--- src/rtl/mii_tx_pkg.sv ---
// Shared types for the transmit nibble serializer.
// Assumes: nothing beyond IEEE 1800-2017 enums.
package mii_tx_pkg;

    // Sequencer states.
    typedef enum logic [2:0] {
        ST_IDLE,
        ST_SEND,
        ST_ERR,
        ST_DRAIN,
        ST_LPI
    } tx_state_e;

    // What the output stage loads at the coming edge.
    typedef enum logic [1:0] {
        OUT_QUIET,
        OUT_DATA,
        OUT_ABORT,
        OUT_LPI
    } out_cmd_e;

endpackage

--- src/rtl/mii_tx_ctrl.sv ---
// Frame sequencer: walks nibbles of each byte, handles abort, underrun,
// draining of an aborted frame and low-power-idle entry and exit.
// Assumes: NIBS >= 2; in_data/in_last stay stable while in_valid is high
// and the byte is not yet accepted.
module mii_tx_ctrl
    import mii_tx_pkg::*;
#(
    parameter int NIBS = 2
) (
    input  logic                 clk,
    input  logic                 rst_n,
    input  logic                 in_valid,
    input  logic                 in_last,
    input  logic                 abort_req,
    input  logic                 lpi_req,
    output logic                 in_ready,
    output out_cmd_e             cmd,
    output logic [$clog2(NIBS)-1:0] sel
);

    localparam int IDX_W = $clog2(NIBS);
    localparam logic [IDX_W-1:0] IDX_ACC = IDX_W'(NIBS - 2);
    localparam logic [IDX_W-1:0] IDX_END = IDX_W'(NIBS - 1);

    tx_state_e        state_q, state_d;
    logic [IDX_W-1:0] idx_q, idx_d;
    logic             last_q, last_d;
    logic             drain_q, drain_d;

    // Byte is taken on the edge that loads its final nibble, or while draining.
    assign in_ready = ((state_q == ST_SEND) && (idx_q == IDX_ACC)) ||
                      (state_q == ST_DRAIN);

    // Next-state and output-command decode.
    always_comb begin
        state_d = state_q;
        idx_d   = idx_q;
        last_d  = last_q;
        drain_d = drain_q;
        cmd     = OUT_QUIET;
        sel     = '0;
        unique case (state_q)
            ST_IDLE: begin
                if (lpi_req) begin
                    state_d = ST_LPI;
                    cmd     = OUT_LPI;
                end else if (in_valid) begin
                    state_d = ST_SEND;
                    idx_d   = '0;
                    last_d  = 1'b0;
                    cmd     = OUT_DATA;
                    sel     = '0;
                end
            end
            ST_SEND: begin
                if (idx_q == IDX_ACC) begin
                    last_d = in_last;
                end
                if (abort_req) begin
                    state_d = ST_ERR;
                    cmd     = OUT_ABORT;
                    if (idx_q == IDX_ACC) begin
                        drain_d = !in_last;
                    end else if (idx_q == IDX_END) begin
                        drain_d = !last_q;
                    end else begin
                        drain_d = 1'b1;
                    end
                end else if (idx_q != IDX_END) begin
                    idx_d = IDX_W'(idx_q + 1'b1);
                    cmd   = OUT_DATA;
                    sel   = IDX_W'(idx_q + 1'b1);
                end else if (last_q) begin
                    state_d = ST_IDLE;
                end else if (in_valid) begin
                    idx_d = '0;
                    cmd   = OUT_DATA;
                    sel   = '0;
                end else begin
                    state_d = ST_ERR;
                    cmd     = OUT_ABORT;
                    drain_d = 1'b1;
                end
            end
            ST_ERR: begin
                state_d = drain_q ? ST_DRAIN : ST_IDLE;
            end
            ST_DRAIN: begin
                if (in_valid && in_last) begin
                    state_d = ST_IDLE;
                end
            end
            ST_LPI: begin
                if (lpi_req) begin
                    cmd = OUT_LPI;
                end else begin
                    state_d = ST_IDLE;
                end
            end
            default: state_d = ST_IDLE;
        endcase
    end

    // Sequencer registers with synchronous reset.
    always_ff @(posedge clk) begin
        if (!rst_n) begin
            state_q <= ST_IDLE;
            idx_q   <= '0;
            last_q  <= 1'b0;
            drain_q <= 1'b0;
        end else begin
            state_q <= state_d;
            idx_q   <= idx_d;
            last_q  <= last_d;
            drain_q <= drain_d;
        end
    end

endmodule

--- src/rtl/mii_tx_outreg.sv ---
// Output stage: registers txd/tx_en/tx_er from the sequencer command, so
// every pin changes only on the transmit clock edge.
// Assumes: sel < DATA_W/NIB_W when cmd is OUT_DATA.
module mii_tx_outreg
    import mii_tx_pkg::*;
#(
    parameter int               DATA_W   = 8,
    parameter int               NIB_W    = 4,
    parameter logic [NIB_W-1:0] LPI_CODE = 4'b0001
) (
    input  logic                           clk,
    input  logic                           rst_n,
    input  out_cmd_e                       cmd,
    input  logic [$clog2(DATA_W/NIB_W)-1:0] sel,
    input  logic [DATA_W-1:0]              in_data,
    output logic [NIB_W-1:0]               txd,
    output logic                           tx_en,
    output logic                           tx_er
);

    localparam int NIBS = DATA_W / NIB_W;

    logic [NIB_W-1:0] nib [NIBS];

    // Slice the byte into nibbles, lowest bits first.
    for (genvar g = 0; g < NIBS; g++) begin : g_slice
        assign nib[g] = in_data[g*NIB_W +: NIB_W];
    end

    // Load the pin values chosen by the sequencer.
    always_ff @(posedge clk) begin
        if (!rst_n) begin
            txd   <= '0;
            tx_en <= 1'b0;
            tx_er <= 1'b0;
        end else begin
            unique case (cmd)
                OUT_DATA: begin
                    txd   <= nib[sel];
                    tx_en <= 1'b1;
                    tx_er <= 1'b0;
                end
                OUT_ABORT: begin
                    txd   <= '0;
                    tx_en <= 1'b1;
                    tx_er <= 1'b1;
                end
                OUT_LPI: begin
                    txd   <= LPI_CODE;
                    tx_en <= 1'b0;
                    tx_er <= 1'b1;
                end
                default: begin
                    txd   <= '0;
                    tx_en <= 1'b0;
                    tx_er <= 1'b0;
                end
            endcase
        end
    end

endmodule

--- src/rtl/mii_tx_serializer.sv ---
// Top of the transmit nibble serializer: sequencer plus output register.
// Assumes: tx_clk is the PHY transmit clock; all inputs are synchronous to it.
module mii_tx_serializer
    import mii_tx_pkg::*;
#(
    parameter int               DATA_W   = 8,
    parameter int               NIB_W    = 4,
    parameter logic [NIB_W-1:0] LPI_CODE = 4'b0001
) (
    input  logic              tx_clk,
    input  logic              rst_n,
    input  logic [DATA_W-1:0] in_data,
    input  logic              in_valid,
    input  logic              in_last,
    output logic              in_ready,
    input  logic              abort_req,
    input  logic              lpi_req,
    output logic [NIB_W-1:0]  txd,
    output logic              tx_en,
    output logic              tx_er
);

    localparam int NIBS  = DATA_W / NIB_W;
    localparam int IDX_W = $clog2(NIBS);

    out_cmd_e         cmd;
    logic [IDX_W-1:0] sel;

    mii_tx_ctrl #(.NIBS(NIBS)) u_ctrl (
        .clk       (tx_clk),
        .rst_n     (rst_n),
        .in_valid  (in_valid),
        .in_last   (in_last),
        .abort_req (abort_req),
        .lpi_req   (lpi_req),
        .in_ready  (in_ready),
        .cmd       (cmd),
        .sel       (sel)
    );

    mii_tx_outreg #(
        .DATA_W   (DATA_W),
        .NIB_W    (NIB_W),
        .LPI_CODE (LPI_CODE)
    ) u_out (
        .clk     (tx_clk),
        .rst_n   (rst_n),
        .cmd     (cmd),
        .sel     (sel),
        .in_data (in_data),
        .txd     (txd),
        .tx_en   (tx_en),
        .tx_er   (tx_er)
    );

endmodule

--- config.mk ---
export PLATFORM = sky130hd
export DESIGN_NAME = mii_tx_serializer
export DESIGN_NICKNAME = d
export VERILOG_FILES = /design/src/rtl/mii_tx_pkg.sv /design/src/rtl/mii_tx_ctrl.sv /design/src/rtl/mii_tx_outreg.sv /design/src/rtl/mii_tx_serializer.sv
export SDC_FILE = /design/constraint.sdc
export NUM_CORES = 1
export LEC_CHECK = 0
export BUFFER_PORTS_ARGS = -buffer_cell sky130_fd_sc_hd__buf_2
export CELL_PAD_IN_SITES_DETAIL_PLACEMENT = 1
export CELL_PAD_IN_SITES_GLOBAL_PLACEMENT = 2
export CORE_MARGIN = 8
export CORE_UTILIZATION = 25
export DETAILED_ROUTE_END_ITERATION = 7
export PLACE_DENSITY_LB_ADDON = 0.1
export SYNTH_ARGS = -nofsm -noshare
export SYNTH_HDL_FRONTEND = slang
export SYNTH_SLANG_ARGS = --single-unit
--- constraint.sdc ---
create_clock -name tx_clk -period 1.7 [get_ports tx_clk]
set_input_delay 0.17 -clock tx_clk [delete_from_list [all_inputs] [get_ports tx_clk]]
set_output_delay 0.17 -clock tx_clk [all_outputs]
set_load 0.05 [all_outputs]
==> results.tsv, run 1 <==
stage	metric	value	unit
yosys	Synth Flop Type	dfxtp_1	
sta	Slew HR	0.748	
min_path	Hold Crit Class	input pin to register	
clock_network	htree depth	1	
finish	Syn-to-layout area delta	36.1	%
critical_path	crit path DAT	1.79	ns
grt	vias in the first global route	744	
place	global placement routability congestion	0.701	
floorplanning	Die X	69.4	um
sta	clk_skew	0.000628	ns
power_and_ir_drop	Power Density	878	nW/um2
yosys	synth unique cells	33	
power_and_ir_drop	Leak	0.460	nW
grt	gr ovfl total	0	
yosys	number of flops mapped to enable cells by yosys	0	
critical_path	crit start category	register	
yosys	Post-Syn Area	713	um2
finish	layout cells sized above 1	0.417	
sta	highest clock rate	0.611	GHz
clock_network	Hold-fix buffers, CTS	0	
yosys	register bit total from synthesis	12	
clock_network	Num CTS Buffers	3	
clock_network	Root Buffer	clkbuf_4	
place	PortBufs	20	
critical_path	crit path capture type	register	
floorplanning	core area	2730	um2
critical_path	Setup Crit Path Kind	register to register	
yosys	Yosys top cell area share	0.337	
finish	ant diodes	0	
power_and_ir_drop	total power	852	uW
sta	count of final setup violators	0	
floorplanning	Die Area	4820	um2
detailed_routing	via count	713	
clock_network	CTS tree	done	
sta	pins over their slew limit	0	
detailed_routing	drt first-iter violations	21	
sta	Final Hold Vio Count	0	
sta	worst-margin pin slew	0.378	ns
yosys	mean post-synth cell area	8.59	um2
yosys	syn_nets	100	
clock_network	post-CTS setup buffer count	0	
grt	largest net degree at the start of global routing	13	
sta	fin crit period	1.64	ns
detailed_routing	# DRC	0	
yosys	dominant cells by area after synthesis	dfxtp_1 (34%), mux2i_1 (8.4%), ha_1 (5.3%), nor2_1 (4.7%), nand2b_1 (4.4%)	
sta	RSZ-0062 raised after global routing	yes	
detailed_routing	routed length per instance	14.4	um
yosys	Seq/Total Area, Yosys	0.337	
yosys	Async S/R FF share, synth	0	
grt	Total GRT Usage	0.0894	
detailed_routing	DR vias/cell	4.88	
power_and_ir_drop	worst-case vdd ir drop	0.444	mV
clock_network	CTS sink count	12	
yosys	cells after synthesis	83	
yosys	yosys warns	0	
place	Cells after DPL	143	
place	HPWL after DPL	1750	um
sta	fin crit share	0.962	
clock_network	clock slew at reported path FFs	0.07	ns
floorplanning	Die Y	69.4	um
clock_network	worst skew pair latency	0.27	ns
detailed_routing	DRT Pass-1 Iters	3	
floorplanning	# rows	19	
finish	nets	134	
job	max_cap viols	0	
clock_network	CTS max path bufs	2	
yosys	leading area contributor after synthesis	dfxtp_1	
critical_path	CP Max Fanout	5	
detailed_routing	WL final	2100	um
grt	initial antenna violation count	0	
finish	post-route insts no fill	146	
detailed_routing	Routed Antenna Nets	0	
status	status	finished clean	
critical_path	Critical Path RT	1.86	ns
grt	first-pass GRT wire length	3520	um
floorplanning	initial core utilization	0.261	
floorplanning	I/O pin count	21	
-- kinds of logic after synthesis --
kind of cell             synth area share
AND/OR/NAND/NOR                     0.268
AO/OA/AOI/OAI                       0.184
flip-flops                          0.337
buffers and inverters              0.0579
multiplexers                        0.100
adder cells (fa/ha/maj)            0.0526
-- cell usage after synthesis (2+ instances only) --
cell	count
a311oi_1	2
a21oi_1	6
clkbuf_1	2
inv_1	6
nand2b_1	5
a31oi_1	2
o31ai_1	2
nor3_1	3
nand2_1	5
dfxtp_1	12
ha_1	3
mux2i_1	6
nor2_1	9
-- layer usage --
layer | up-vias | track usage | routed length (um) | part of all wire
met3 | 2 | 0.0415 | 116 | 0.055
li1 | 363 | - | - | -
met4 | 0 | 0.0342 | 20 | 0.0095
met2 | 13 | 0.144 | 1020 | 0.49
met1 | 335 | 0.0992 | 941 | 0.45
met5 | - | 0 | 0 | 0
-- worst max-delay path, stage by stage, from the launching register on --
cell	delay, ns
dfxtp_2	0.35
o31ai_4	0.22
nand2b_1	0.10
a21o_1	0.19
ha_2	0.18
and3_4	0.16
o311a_1	0.31
-- power breakdown --
part / total (mW) / switching [mW] / leakage, nW / internal (mW)
Clock: 0.171 / 0.0894 / 0.0138 / 0.0819
Sequential: 0.332 / 0.0205 / 0.0999 / 0.312
Combinational: 0.349 / 0.204 / 0.347 / 0.145
-- cell usage in the layout, fill, tap and decap left out, drive strengths merged --
cell	count
o21ai	1
buf	32
o221ai	1
clkbuf	3
mux2i	6
nor3b	1
and3b	1
a211o	1
ha	3
or3b	1
o2111ai	1
o31ai	2
mux2	1
and3	1
a21oi	6
nor2b	1
a311oi	2
a31oi	2
o311a	1
nand2b	6
nor4	1
nand3	1
nor2	9
dfxtp	12
inv	6
or3	1
or4	1
a21o	1
nor3	3
o21bai	1
and2b	1
nand2	5
-- area by class of cell --
| class | instances | area [um2] |
|---|---|---|
| repair buffers | 32 | 190 |
| well taps | 31 | 38.8 |
| clock buffers | 3 | 22.5 |
| flip-flops and latches | 12 | 245 |
| inverters | 6 | 22.5 |
| fillers | 337 | 1760 |
| multi-input cells | 62 | 452 |
-- what timing repair did --
| item | in CTS | in global routing |
|---|---|---|
| endpoints found under the hold margin | 0 | 0 |
| setup endpoints to repair | 2 | 3 |
| gates cloned | 0 | 0 |
| gates resized for setup | 2 | 5 |
-- worst paths after layout --
kind | startpoint | to | slack, ns | cells after the start
worst max-delay path | u_ctrl.last_q | u_out.txd[0] | 0.06 | 6
worst min-delay path | in_data[1] | u_out.txd[1] | 0.14 | 3
worst max register to register | u_ctrl.last_q | u_out.txd[0] | 0.06 | 6
worst min register to register | u_ctrl.state_q[1] | u_ctrl.state_q[1] | 0.58 | 2
-- registers in the layout, indices dropped and copies added, names as in the netlist --
| signal | count |
|---|---|
| u_out.txd | 4 |
| u_out.tx_er | 1 |
| u_ctrl.drain_q | 1 |
| u_ctrl.idx_q | 1 |
| u_out.tx_en | 1 |
| u_ctrl.last_q | 1 |
| u_ctrl.state_q | 3 |
-- stage by stage --
stage                      util  worst slack [ns]  TNS [ns]  instance area [um2]  hold slack [ns]
after floorplan               -            0.0357         0                  721            0.280
after global placement    0.340           0.00397         0                  930            0.409
after detailed placement  0.340          -0.00220  -0.00220                  930            0.424
after CTS                 0.350          0.000601         0                  957            0.136
after global routing      0.355           -0.0143   -0.0174                  971            0.138
final                     0.355            0.0645         0                  971            0.141
(Power assumes the default switching activity.)
==> inputs of run 2 (changes only) <==
- CTS_BUF_LIST: not set -> sky130_fd_sc_hd__clkbuf_8 sky130_fd_sc_hd__clkbuf_16
- CTS_CLUSTER_DIAMETER: not set -> 100
==> run 2 against run 1 <==
- critical path depth is 2 lower
- sequential power hardly changed
- final cell count is 0.68% higher
- non-clock buffer count is 1 higher
- routed wire length is 1.2% higher
- critical path type unchanged
==> results.tsv, run 2 (same netlist as run 1, synthesis figures left out) <==
stage	metric	value	unit
status	status	finished clean	
critical_path	crit start category	register	
sta	worst-margin pin slew	0.379	ns
detailed_routing	drt first-iter violations	8	
floorplanning	Die X	69.4	um
critical_path	Setup Crit Path Kind	register to register	
finish	Top reg by flops	u_out.txd	
power_and_ir_drop	sequential power share	0.355	
power_and_ir_drop	Power Density	942	nW/um2
detailed_routing	DR vias/cell	4.89	
finish	nets	135	
sta	count of final setup violators	0	
sta	pins over their slew limit	0	
power_and_ir_drop	Internal Pwr Total	616	uW
place	PortBufs	20	
power_and_ir_drop	Clock Power Share	0.271	
sta	worst-case hold slack	0.174	ns
floorplanning	# rows	19	
finish	commonest cells after routing, fill and taps aside	buf_2 (20), buf_4 (13), nor2_1 (9)	
job	max_cap viols	0	
floorplanning	initial core utilization	0.261	
sta	Slew HR	0.748	
detailed_routing	via count	719	
finish	ant diodes	0	
clock_network	htree depth	1	
clock_network	CTS sink count	12	
finish	Syn-to-layout area delta	39.8	%
critical_path	crit path DAT	1.76	ns
place	HPWL after DPL	1750	um
clock_network	Root Buffer	clkbuf_8	
clock_network	Num CTS Buffers	3	
sta	clk_skew	0.00219	ns
finish	commonest non-fill, non-tap cell in the layout	buf_2	
finish	layout cells sized above 1	0.422	
grt	largest net degree at the start of global routing	13	
critical_path	r2r endpoint	u_out.txd[0]	
critical_path	flop2flop setup slack	0.07	ns
grt	initial antenna violation count	0	
power_and_ir_drop	Net Sw Power	324	uW
finish	share of the core filled with cells	0.365	
detailed_routing	# DRC	0	
sta	Final Hold Vio Count	0	
finish	Largest regs	u_out.txd (4), u_ctrl.state_q (3)	
clock_network	clock slew at reported path FFs	0.05	ns
sta	RSZ-0062 raised after global routing	no	
min_path	Hold Crit Class	input pin to register	
detailed_routing	routed length per instance	14.4	um
critical_path	R2R depth	4	
power_and_ir_drop	total power	940	uW
power_and_ir_drop	Comb pwr share	0.374	
finish	# fillers	333	
place	global placement routability congestion	0.701	
sta	fin crit share	0.958	
detailed_routing	WL final	2120	um
critical_path	CP Max Fanout	6	
min_path	Hold Path Sink	u_out.txd[1]	
clock_network	CTS max path bufs	2	
floorplanning	Die Y	69.4	um
power_and_ir_drop	Sw Ratio	0.345	
critical_path	Reg-to-Reg Start	u_ctrl.idx_q	
critical_path	Worst setup startpoint	u_ctrl.idx_q	
floorplanning	I/O pin count	21	
finish	Largest register FFs	4	
clock_network	CTS tree	done	
sta	highest clock rate	0.614	GHz
sta	fin crit period	1.63	ns
floorplanning	Die Area	4820	um2
critical_path	crit path capture type	register	
min_path	WHS Path Cells	3	
detailed_routing	DRT Pass-1 Iters	2	
power_and_ir_drop	worst-case vdd ir drop	0.515	mV
min_path	hold_sp	in_data[1]	
detailed_routing	Routed Antenna Nets	0	
clock_network	worst skew pair latency	0.24	ns
floorplanning	core area	2730	um2
power_and_ir_drop	Leak	0.472	nW
grt	gr ovfl total	0	
grt	first-pass GRT wire length	3500	um
grt	vias in the first global route	745	
sta	Fin Setup TNS	0	ns
critical_path	Critical Path RT	1.83	ns
grt	Total GRT Usage	0.0888	
[run 2: layer usage]
metal	vias up	GRT usage	part of all wire	routed length [um]
met2	13	0.143	0.48	1020
met5	-	0	0	0
li1	363	-	-	-
met1	339	0.0984	0.45	954
met4	0	0.0342	0.015	31
met3	4	0.0415	0.057	122
[run 2: repair_timing]
action | CTS | global route
hold buffers | 0 | 0
setup buffers | 0 | 1
endpoints found under the setup margin | 2 | 3
resized for setup | 2 | 5
hold endpoints to repair | 0 | 0
[run 2: worst max-delay path, stage by stage (launching register included)]
cell	delay, ns
dfxtp_2	0.32
buf_4	0.15
or4_4	0.54
and3_4	0.19
o311a_1	0.31
[run 2: power groups by stage]
stage / registers, mW / logic [mW] / clock network (mW)
after floorplan: 0.397 / 0.162 / 0
after global placement: 0.337 / 0.343 / 0
after detailed placement: 0.337 / 0.346 / 0
after CTS: 0.332 / 0.350 / 0.267
after global routing: 0.337 / 0.386 / 0.275
final: 0.333 / 0.352 / 0.255
[run 2: layout make-up]
| cell class | count | area (um2) | area share |
|---|---|---|---|
| multi-input combinational | 62 | 452 | 0.453 |
| sequential | 12 | 245 | 0.246 |
| timing repair buffer | 33 | 198 | 0.198 |
| clock buffer | 3 | 41.3 | 0.0414 |
| tap | 31 | 38.8 | 0.0389 |
| inverter | 6 | 22.5 | 0.0226 |
[run 2: stage by stage]
step,instances,worst slack (ns),instance area (um2)
2_1_floorplan,83,0.0357,721
3_3_place_gp,143,0.00397,930
3_5_place_dp,143,-0.00220,930
4_1_cts,146,0.00375,976
5_1_grt,147,0.000866,997
6_report,147,0.0706,997
[run 2: worst max-delay path by stage]
stage                         endpoint  slack, ns
after floorplan           u_out.txd[0]       0.04
after global placement     u_out.tx_er      0.004
after detailed placement   u_out.tx_er     -0.002
after CTS                 u_out.txd[0]      0.004
after global routing       u_out.tx_er     0.0009
final                     u_out.txd[0]       0.07
